### config.mk
export PLATFORM = sky130hd
export DESIGN_NAME = jk_gated_latch
export DESIGN_NICKNAME = d
export VERILOG_FILES = /design/src/rtl/lk_pkg.sv /design/src/rtl/lk_ctl_decode.sv /design/src/rtl/lk_polarity.sv /design/src/rtl/lk_jk_next.sv /design/src/rtl/lk_store.sv /design/src/rtl/jk_gated_latch.sv
export SDC_FILE = /design/constraint.sdc
export NUM_CORES = 1
export LEC_CHECK = 0
export ABC_AREA = 0
export CORE_AREA = 4 4 41 43
export CTS_CLUSTER_SIZE = 28
export DETAILED_ROUTE_END_ITERATION = 8
export DIE_AREA = 0 0 45 47
export HOLD_SLACK_MARGIN = 0.1
export PLACE_DENSITY = 0.63
export SKIP_CTS_REPAIR_TIMING = 1
export SYNTH_ARGS = -nofsm -noshare
export SYNTH_HDL_FRONTEND = slang
export SYNTH_HIERARCHICAL = 1
export SYNTH_SLANG_ARGS = --single-unit
### constraint.sdc
create_clock -name clk -period 1.2 [get_ports clk]
set_input_delay 0.12 -clock clk [delete_from_list [all_inputs] [get_ports clk]]
set_output_delay 0.12 -clock clk [all_outputs]
set_load 0.005 [all_outputs]
### src/rtl/lk_pkg.sv
// Package lk_pkg
// Shared control-mode type and mode helper functions for the JK gated latch.
// Assumes every control input is a single bit.
package lk_pkg;

    typedef enum logic [2:0] {
        CTL_NONE     = 3'd0,
        CTL_ASYNC_HI = 3'd1,
        CTL_SYNC_HI  = 3'd2,
        CTL_ASYNC_LO = 3'd3,
        CTL_SYNC_LO  = 3'd4
    } ctl_mode_e;

    // now: immediate action requested; gated: gate-qualified action requested
    typedef struct packed {
        logic now;
        logic gated;
    } ctl_req_t;

    function automatic logic mode_async(ctl_mode_e m);
        return (m == CTL_ASYNC_HI) || (m == CTL_ASYNC_LO);
    endfunction

    function automatic logic mode_sync(ctl_mode_e m);
        return (m == CTL_SYNC_HI) || (m == CTL_SYNC_LO);
    endfunction

    function automatic logic mode_low(ctl_mode_e m);
        return (m == CTL_ASYNC_LO) || (m == CTL_SYNC_LO);
    endfunction

endpackage

### src/rtl/lk_ctl_decode.sv
// Module lk_ctl_decode
// Turns one raw control pin into immediate / gate-qualified requests.
// Assumes MODE is fixed at elaboration; an absent mode yields no request.
module lk_ctl_decode #(
    parameter lk_pkg::ctl_mode_e MODE = lk_pkg::CTL_NONE
) (
    input  logic             raw,
    output lk_pkg::ctl_req_t req
);
    localparam logic IS_ASYNC = lk_pkg::mode_async(MODE);
    localparam logic IS_SYNC  = lk_pkg::mode_sync(MODE);
    localparam logic IS_LOW   = lk_pkg::mode_low(MODE);

    logic asserted;

    // Normalize the pin so that 1 always means "asserted"
    assign asserted = raw ^ IS_LOW;

    // Route the asserted level to the kind of action the mode selects
    assign req.now   = IS_ASYNC & asserted;
    assign req.gated = IS_SYNC & asserted;

endmodule

### src/rtl/lk_polarity.sv
// Module lk_polarity
// Converts a vector to active-high form according to its configured polarity.
// Assumes ACT_LOW is constant; the active-high variant is a plain wire.
module lk_polarity #(
    parameter int WIDTH   = 4,
    parameter bit ACT_LOW = 1'b0
) (
    input  logic [WIDTH-1:0] raw,
    output logic [WIDTH-1:0] norm
);
    generate
        if (ACT_LOW) begin : g_invert
            // Active-low input: invert every bit
            assign norm = ~raw;
        end else begin : g_pass
            // Active-high input: pass straight through
            assign norm = raw;
        end
    endgenerate

endmodule

### src/rtl/lk_jk_next.sv
// Module lk_jk_next
// Per-bit JK next-state function; each bit depends only on its own j,k pair.
// Assumes j and k are already normalized to active-high.
module lk_jk_next #(
    parameter int WIDTH = 4
) (
    input  logic [WIDTH-1:0] jn,
    input  logic [WIDTH-1:0] kn,
    input  logic [WIDTH-1:0] cur,
    output logic [WIDTH-1:0] nxt
);
    generate
        for (genvar b = 0; b < WIDTH; b++) begin : g_bit
            // hold / clear / set / invert selected by the (j,k) pair
            assign nxt[b] = jn[b] ? (kn[b] ? ~cur[b] : 1'b1)
                                  : (kn[b] ? 1'b0    : cur[b]);
        end
    endgenerate

endmodule

### src/rtl/lk_store.sv
// Module lk_store
// Holds the stored word and applies the priority chain for each clock edge:
// reset, immediate clear/preset, immediate enable, gate, gate-qualified
// clear/preset, gate-qualified enable, then the JK update.
// Immediate clear/preset also override the output combinationally.
module lk_store #(
    parameter int               WIDTH   = 4,
    parameter logic [WIDTH-1:0] PRE_VAL = '1,
    parameter logic [WIDTH-1:0] CLR_VAL = '0,
    parameter bit               INIT_EN = 1'b1
) (
    input  logic             clk,
    input  logic             rst_n,
    input  lk_pkg::ctl_req_t clr_req,
    input  lk_pkg::ctl_req_t pre_req,
    input  logic             gate_on,
    input  logic             en_async_ok,
    input  logic             en_sync_ok,
    input  logic [WIDTH-1:0] jk_nxt,
    output logic [WIDTH-1:0] state,
    output logic [WIDTH-1:0] q
);
    logic [WIDTH-1:0] state_q;
    logic [WIDTH-1:0] state_d;

    // Select the next stored value by control priority
    always_comb begin
        if (clr_req.now) begin
            state_d = CLR_VAL;
        end else if (pre_req.now) begin
            state_d = PRE_VAL;
        end else if (!en_async_ok || !gate_on) begin
            state_d = state_q;
        end else if (clr_req.gated) begin
            state_d = CLR_VAL;
        end else if (pre_req.gated) begin
            state_d = PRE_VAL;
        end else if (!en_sync_ok) begin
            state_d = state_q;
        end else begin
            state_d = jk_nxt;
        end
    end

    // Register the word; reset applies only when initialization is enabled
    always_ff @(posedge clk) begin
        if (!rst_n && INIT_EN) begin
            state_q <= '0;
        end else begin
            state_q <= state_d;
        end
    end

    assign state = state_q;
    assign q     = clr_req.now ? CLR_VAL :
                   pre_req.now ? PRE_VAL : state_q;

endmodule

### src/rtl/jk_gated_latch.sv
// Module jk_gated_latch
// Configurable bit-vector JK storage updated while a gate level is active.
// Assumes one clock domain; the gate is evaluated once per clock edge.
module jk_gated_latch #(
    parameter int                WIDTH        = 4,
    parameter bit                J_ACT_LOW    = 1'b0,
    parameter bit                K_ACT_LOW    = 1'b0,
    parameter bit                GATE_ACT_LOW = 1'b0,
    parameter lk_pkg::ctl_mode_e EN_MODE      = lk_pkg::CTL_NONE,
    parameter lk_pkg::ctl_mode_e PRE_MODE     = lk_pkg::CTL_NONE,
    parameter lk_pkg::ctl_mode_e CLR_MODE     = lk_pkg::CTL_NONE,
    parameter logic [WIDTH-1:0]  PRE_VAL      = '1,
    parameter logic [WIDTH-1:0]  CLR_VAL      = '0,
    parameter bit                QB_EN        = 1'b1,
    parameter bit                INIT_EN      = 1'b1
) (
    input  logic             clk,
    input  logic             rst_n,
    input  logic             gate,
    input  logic             en,
    input  logic             pre,
    input  logic             clr,
    input  logic [WIDTH-1:0] j,
    input  logic [WIDTH-1:0] k,
    output logic [WIDTH-1:0] q,
    output logic [WIDTH-1:0] qb
);
    localparam logic EN_ASYNC = lk_pkg::mode_async(EN_MODE);
    localparam logic EN_SYNC  = lk_pkg::mode_sync(EN_MODE);

    logic             gate_on;
    logic [WIDTH-1:0] jn;
    logic [WIDTH-1:0] kn;
    logic [WIDTH-1:0] state;
    logic [WIDTH-1:0] jk_nxt;
    logic             en_async_ok;
    logic             en_sync_ok;
    lk_pkg::ctl_req_t en_req;
    lk_pkg::ctl_req_t pre_req;
    lk_pkg::ctl_req_t clr_req;

    // Gate polarity normalization
    assign gate_on = gate ^ GATE_ACT_LOW;

    lk_polarity #(.WIDTH(WIDTH), .ACT_LOW(J_ACT_LOW)) u_j_pol (
        .raw  (j),
        .norm (jn)
    );

    lk_polarity #(.WIDTH(WIDTH), .ACT_LOW(K_ACT_LOW)) u_k_pol (
        .raw  (k),
        .norm (kn)
    );

    lk_ctl_decode #(.MODE(EN_MODE)) u_en_dec (
        .raw (en),
        .req (en_req)
    );

    lk_ctl_decode #(.MODE(PRE_MODE)) u_pre_dec (
        .raw (pre),
        .req (pre_req)
    );

    lk_ctl_decode #(.MODE(CLR_MODE)) u_clr_dec (
        .raw (clr),
        .req (clr_req)
    );

    // An enable of a kind that is not configured never blocks
    assign en_async_ok = !EN_ASYNC || en_req.now;
    assign en_sync_ok  = !EN_SYNC  || en_req.gated;

    lk_jk_next #(.WIDTH(WIDTH)) u_jk (
        .jn  (jn),
        .kn  (kn),
        .cur (state),
        .nxt (jk_nxt)
    );

    lk_store #(
        .WIDTH   (WIDTH),
        .PRE_VAL (PRE_VAL),
        .CLR_VAL (CLR_VAL),
        .INIT_EN (INIT_EN)
    ) u_store (
        .clk         (clk),
        .rst_n       (rst_n),
        .clr_req     (clr_req),
        .pre_req     (pre_req),
        .gate_on     (gate_on),
        .en_async_ok (en_async_ok),
        .en_sync_ok  (en_sync_ok),
        .jk_nxt      (jk_nxt),
        .state       (state),
        .q           (q)
    );

    generate
        if (QB_EN) begin : g_qb
            // Complement output present
            assign qb = ~q;
        end else begin : g_no_qb
            // Complement output tied off
            assign qb = '0;
        end
    endgenerate

endmodule

# After elaboration in Yosys (flattened, before gate mapping)
# Cells that the tools add are included.
[classes] mux=12 bitwise_logic=5 reduce_logical=8
[op_table] op="$mux 1" n=12
[op_table] op="$reduce_and 2->1" n=4
[op_table] op="$reduce_bool 2->1" n=4
[op_table] op="$not 1->1" n=4
[op_table] op="$not 4->4" n=1
[word_totals] reg_bits=4 input_bits=14 output_inout_bits=8 elab_cells=29

# Longest topological paths before layout
[depth] word_depth=3 mapped_depth=6 mapped_depth_nobuf=5

# Hierarchy
# Netlist, hierarchy kept.
[by_module_without_submodules] mod="lk_store" instances=1 cells_per_inst=28 area_per_inst_um2=244.0 seq_area_each_um2=80.1
[by_module_without_submodules] mod="lk_polarity" instances=2 cells_per_inst=4 area_per_inst_um2=30.0 seq_area_each_um2=0.0
[by_module_without_submodules] mod="lk_jk_next" instances=1 cells_per_inst=8 area_per_inst_um2=55.1 seq_area_each_um2=0.0
[by_module_without_submodules] mod="lk_ctl_decode" instances=2 cells_per_inst=3 area_per_inst_um2=18.8 seq_area_each_um2=0.0
[by_module_without_submodules] mod="jk_gated_latch" instances=1 cells_per_inst=5 area_per_inst_um2=18.8 seq_area_each_um2=0.0

# Least setup slack after synthesis
# OpenSTA, ideal clock, no wires.
[synth_timing] kind="register -> register" startpoint="register u_store.state_q[2], in the netlist u_store/state[2]" endpoint="register u_store.state_q[2], in the netlist u_store/state[2]" setup_ns=0.122 arrival_time_ns=0.908 required_ns=1.078 path_slack_ns=0.170 stages_incl_launch_ff=5 path_buffers=0 synth_period_minus_slack_ns=1.030 path_cell_list="dfxtp_1 > mux2i_1 > a21o_2 > a221oi_1 > nor2_1"
[synth_via] elab_chain_len=3
[synth_rtl] item="from (decl)" line="lk_store.sv:23" source="logic [WIDTH-1:0] state_q;"
[synth_rtl] item="from (signal assigned)" line="lk_store.sv:50" source="state_q <= state_d;"
[synth_rtl] item="$not 1->1" line="lk_jk_next.sv:15" source="assign nxt[b] = jn[b] ? (kn[b] ? ~cur[b] : 1'b1)"
[synth_rtl] item="$mux 1 (2 in a row)" line="lk_jk_next.sv:15"
[synth_rtl] item="named net jk_nxt[2]" line="jk_gated_latch.sv:35" source="logic [WIDTH-1:0] jk_nxt;"
# The timed path passes the listed nets, and every way through them passes these cells.
# A chain may end at the register's enable or synchronous reset.

# Final worst setup path
# Ends and elaborated chain as after synthesis.

==> results <==
- The number of flip-flops in the largest register is 4.
- Setup violations remaining at the end of the flow were counted as 0.
- Prior to clock tree synthesis, the placed netlist has a worst setup slack of -102.9 ps.
- The first global-routing pass estimated 1104 um of wire.
- The CTS clock-pin slew for the worst setup and hold paths is 40 ps.
- Cell internal power was estimated by the tool at 0.3374 mW.
- The number of clock buffers added by TritonCTS is 3.
- The synthesized design contains 0 enable-type register cells.
- Summed over all layers, the global routing overflow is 0.
- Compared with the post-synthesis result, the final layout area differs by 43.67%.
- The maximum number of pins on one net before global-route repair is 9.
- The count of inserted antenna diode cells is 0.
- Cells fill 45.87% of the core in the end.
- The combinational share of power is 29.9%.
- For this block, the routed nets add up to 743 um of wire.
- The detailed router finished its first iteration with 3 violations.
- The width of the die is 45 um.
- The library cell used as clock root buffer is sky130_fd_sc_hd__clkbuf_4.
- The most critical setup path has its endpoint at u_store/state[2].
- In the final layout, the share of cells above drive strength 1 is 18.31%.
- Counting every sink on the clock net gives 4.
- The type of the tightest min-delay check is flip-flop to flip-flop.
- The routed length on met3 is 80 um.
- The post-synthesis cell area is 415.4 um2.
- The largest clock skew in the final design is 0 ps.
- The share of total power dissipated in sequential elements is 33.1%.
- The top layer used by detailed routing is met3.
- The power density of the placed cells is 753.1 nW/um2.
- In this run the biggest area consumer among cell types represents 21.69% of the synthesized area.
- The number of global-route vias before repair was 295.
- The overall die height is 47 um.
- The die area is 2115 um2.
- The total area inside the core boundary comes to 1301 um2.
- A synthesized cell averages 7.553 um2.
- The number of storage elements in the synthesis netlist is 4.
- The number of hold violations in the final report is 0.
- The detailed placement HPWL is 592.6 um.
- The part of the Yosys area used for sequential elements is 19.28%.
- After synthesis, the cell types taking the most area are sky130_fd_sc_hd__buf_4 (22%), sky130_fd_sc_hd__dfxtp_1 (19%), sky130_fd_sc_hd__nor2_1 (11%).
- Using the TritonRoute via totals, the vias-per-cell ratio works out to 4.012.
- The switching fraction of total power is 24.94%.
- The antenna violation net count after detailed routing is 0.
- The count of warnings emitted by yosys is 6.
- The initial antenna violation count is 0.
- In the finished design, the share of the clock period the worst path needs comes to 89.97%.
- CTS built an H-tree with a depth of 1.
- The reported max-cap violation count is 0.
- The maximum ir drop on the vdd rail is 0.4587 mV.
- The number of cell instances on the worst register-to-register path is 4.
- In this run the worst path has a maximum fanout of 3.
- The maximum achievable frequency is 926.3 MHz.
- The flow ran to the end, and the final reports show no timing, DRC or antenna violations.
- The startpoint of the worst-slack reg-to-reg timing path is u_store/state[2].
- The number of I/O port buffers is 18.
- The post-route met1 wirelength is 322 um.
- Once the floorplan was initialized, standard cells occupied 31.92% of the core.
- The clock tree from TritonCTS is built.
- The share of flip-flops with an asynchronous set or reset after synthesis is 0%.
- The row count is 13.
- The smallest setup slack after layout is 120.4 ps.
- Detailed routing inserted a total of 345 vias.
- The shortest clock period the worst path allows after layout is 1080 ps.
- 22 I/O pins were placed.
- The remaining routing DRC violations is 0.
- The worst setup path is captured at a flip-flop.
- At the worst endpoint, the arrival time is 1200 ps.
- For flop-to-flop paths, the worst setup slack is 120 ps.
- The buffer levels on the longest clock path is 2.
- In this run the worst setup path begins at u_store/state[2].
- Per report_power, the clock group accounts for 37.0% of the total.
- The final count of pins violating max slew is 0.
- After detailed routing, the average wire length per cell comes to 8.640 um.
- The total routing usage reported by global routing is 7.589%.
- The required time at the endpoint of the critical path is 1320 ps.
- Summed over all nets, the switching power comes to 0.1121 mW.
- After routing, the total negative slack on setup checks comes to 0 ps.
- The predominant post-synthesis flop cell is sky130_fd_sc_hd__dfxtp_1.
- The end of the worst register-to-register path is u_store/state[2].
- Overall power consumption after layout is estimated at 0.4495 mW.
- The clock network latency to the later pin of the worst-skew pair is 230 ps.
- The cell taking the most area after synthesis is sky130_fd_sc_hd__buf_4.
- The tightest hold path in the finished design has a slack of 522.2 ps.
- In the synthesized netlist, the cells that appear most often are sky130_fd_sc_hd__buf_4 (12), sky130_fd_sc_hd__nor2_1 (12), sky130_fd_sc_hd__inv_1 (8).
- Setup repair after global routing left no endpoint under its margin.
- Synthesis handed over a netlist of 55 instances.
- The routed length on met2 is 341 um.
- The nature of the critical path startpoint is a flip-flop.
- The detailed-router iteration count before antenna repair is 2.
- Synthesis instantiated 12 different standard cells from the library.
- At the end of the flow, the number of nets in the layout was 87.
- Routability-driven placement finished with a final weighted congestion of 0.7755.
- For this design the static power due to leakage is 0.3397 nW.
- The startpoint-to-endpoint class of the critical path is flip-flop to flip-flop.
cell families after synthesis:
logic type             after synthesis  synth area share [%]
AND/OR/NAND/NOR                     14                 15.06
multiplexers                         4                 9.639
other                                3                 2.711
flip-flops                           4                 19.28
buffers and inverters               21                 30.12
AO/OA/AOI/OAI                        9                 23.19
stage by stage:
| step | instances | area, um2 |
|---|---|---|
| 2_1_floorplan | 63 | 445.4 |
| 3_3_place_gp | 83 | 549.3 |
| 3_5_place_dp | 83 | 549.3 |
| 4_1_cts | 86 | 571.8 |
| 5_1_grt | 86 | 596.8 |
| 6_report | 86 | 596.8 |
per-layer routing:
layer	vias to the layer above	GRT usage, %
li1	188	-
met1	146	7.517
met2	11	11.86
met3	0	5.747
met4	0	3.509
met5	-	0
final cells by class:
cell class	instances	area (um2)
Clock buffer	3	22.52
Multi-Input combinational cell	38	240.2
Tap cell	15	18.77
Sequential cell	4	85.08
Inverter	8	30.03
Fill cell	146	704.4
Timing Repair Buffer	18	200.2
cell usage in the layout, fill, tap and decap left out, drive strengths merged, types with 3 or more instances in the layout:
cell type	count
a21o	4
a221oi	4
clkbuf	3
clkdlybuf4s50	10
conb	11
dfxtp	4
dlymetal6s2s	8
inv	8
mux2i	4
nor2	12
how the worst min path moves through the flow:
stage	start	endpoint	slack, ps	depth (start not counted)
3_5_place_dp	u_store/state[0]	u_store/state[0]	560	2
4_1_cts	rst_n	u_store/state[1]	550	3
6_report	u_store/state[0]	u_store/state[0]	520	2
3_3_place_gp	u_store/state[2]	u_store/state[2]	550	2
5_1_grt	rst_n	u_store/state[1]	540	3
2_1_floorplan	gate	u_store/state[2]	370	3
power groups by stage:
stage	Clock, mW	Combinational (mW)	Sequential, mW
detailed placement	0	0.139	0.149
floorplan	0	0.0964	0.148
finish	0.166	0.135	0.149
global placement	0	0.137	0.149
global route	0.196	0.147	0.149
CTS	0.172	0.139	0.147
critical path: stages (launching register included):
cell	delay, ps
sky130_fd_sc_hd__dfxtp_2	320
sky130_fd_sc_hd__mux2i_1	110
sky130_fd_sc_hd__a21o_2	190
sky130_fd_sc_hd__a221oi_1	270
sky130_fd_sc_hd__nor2_1	70
Power figures use the tool's default switching activity.
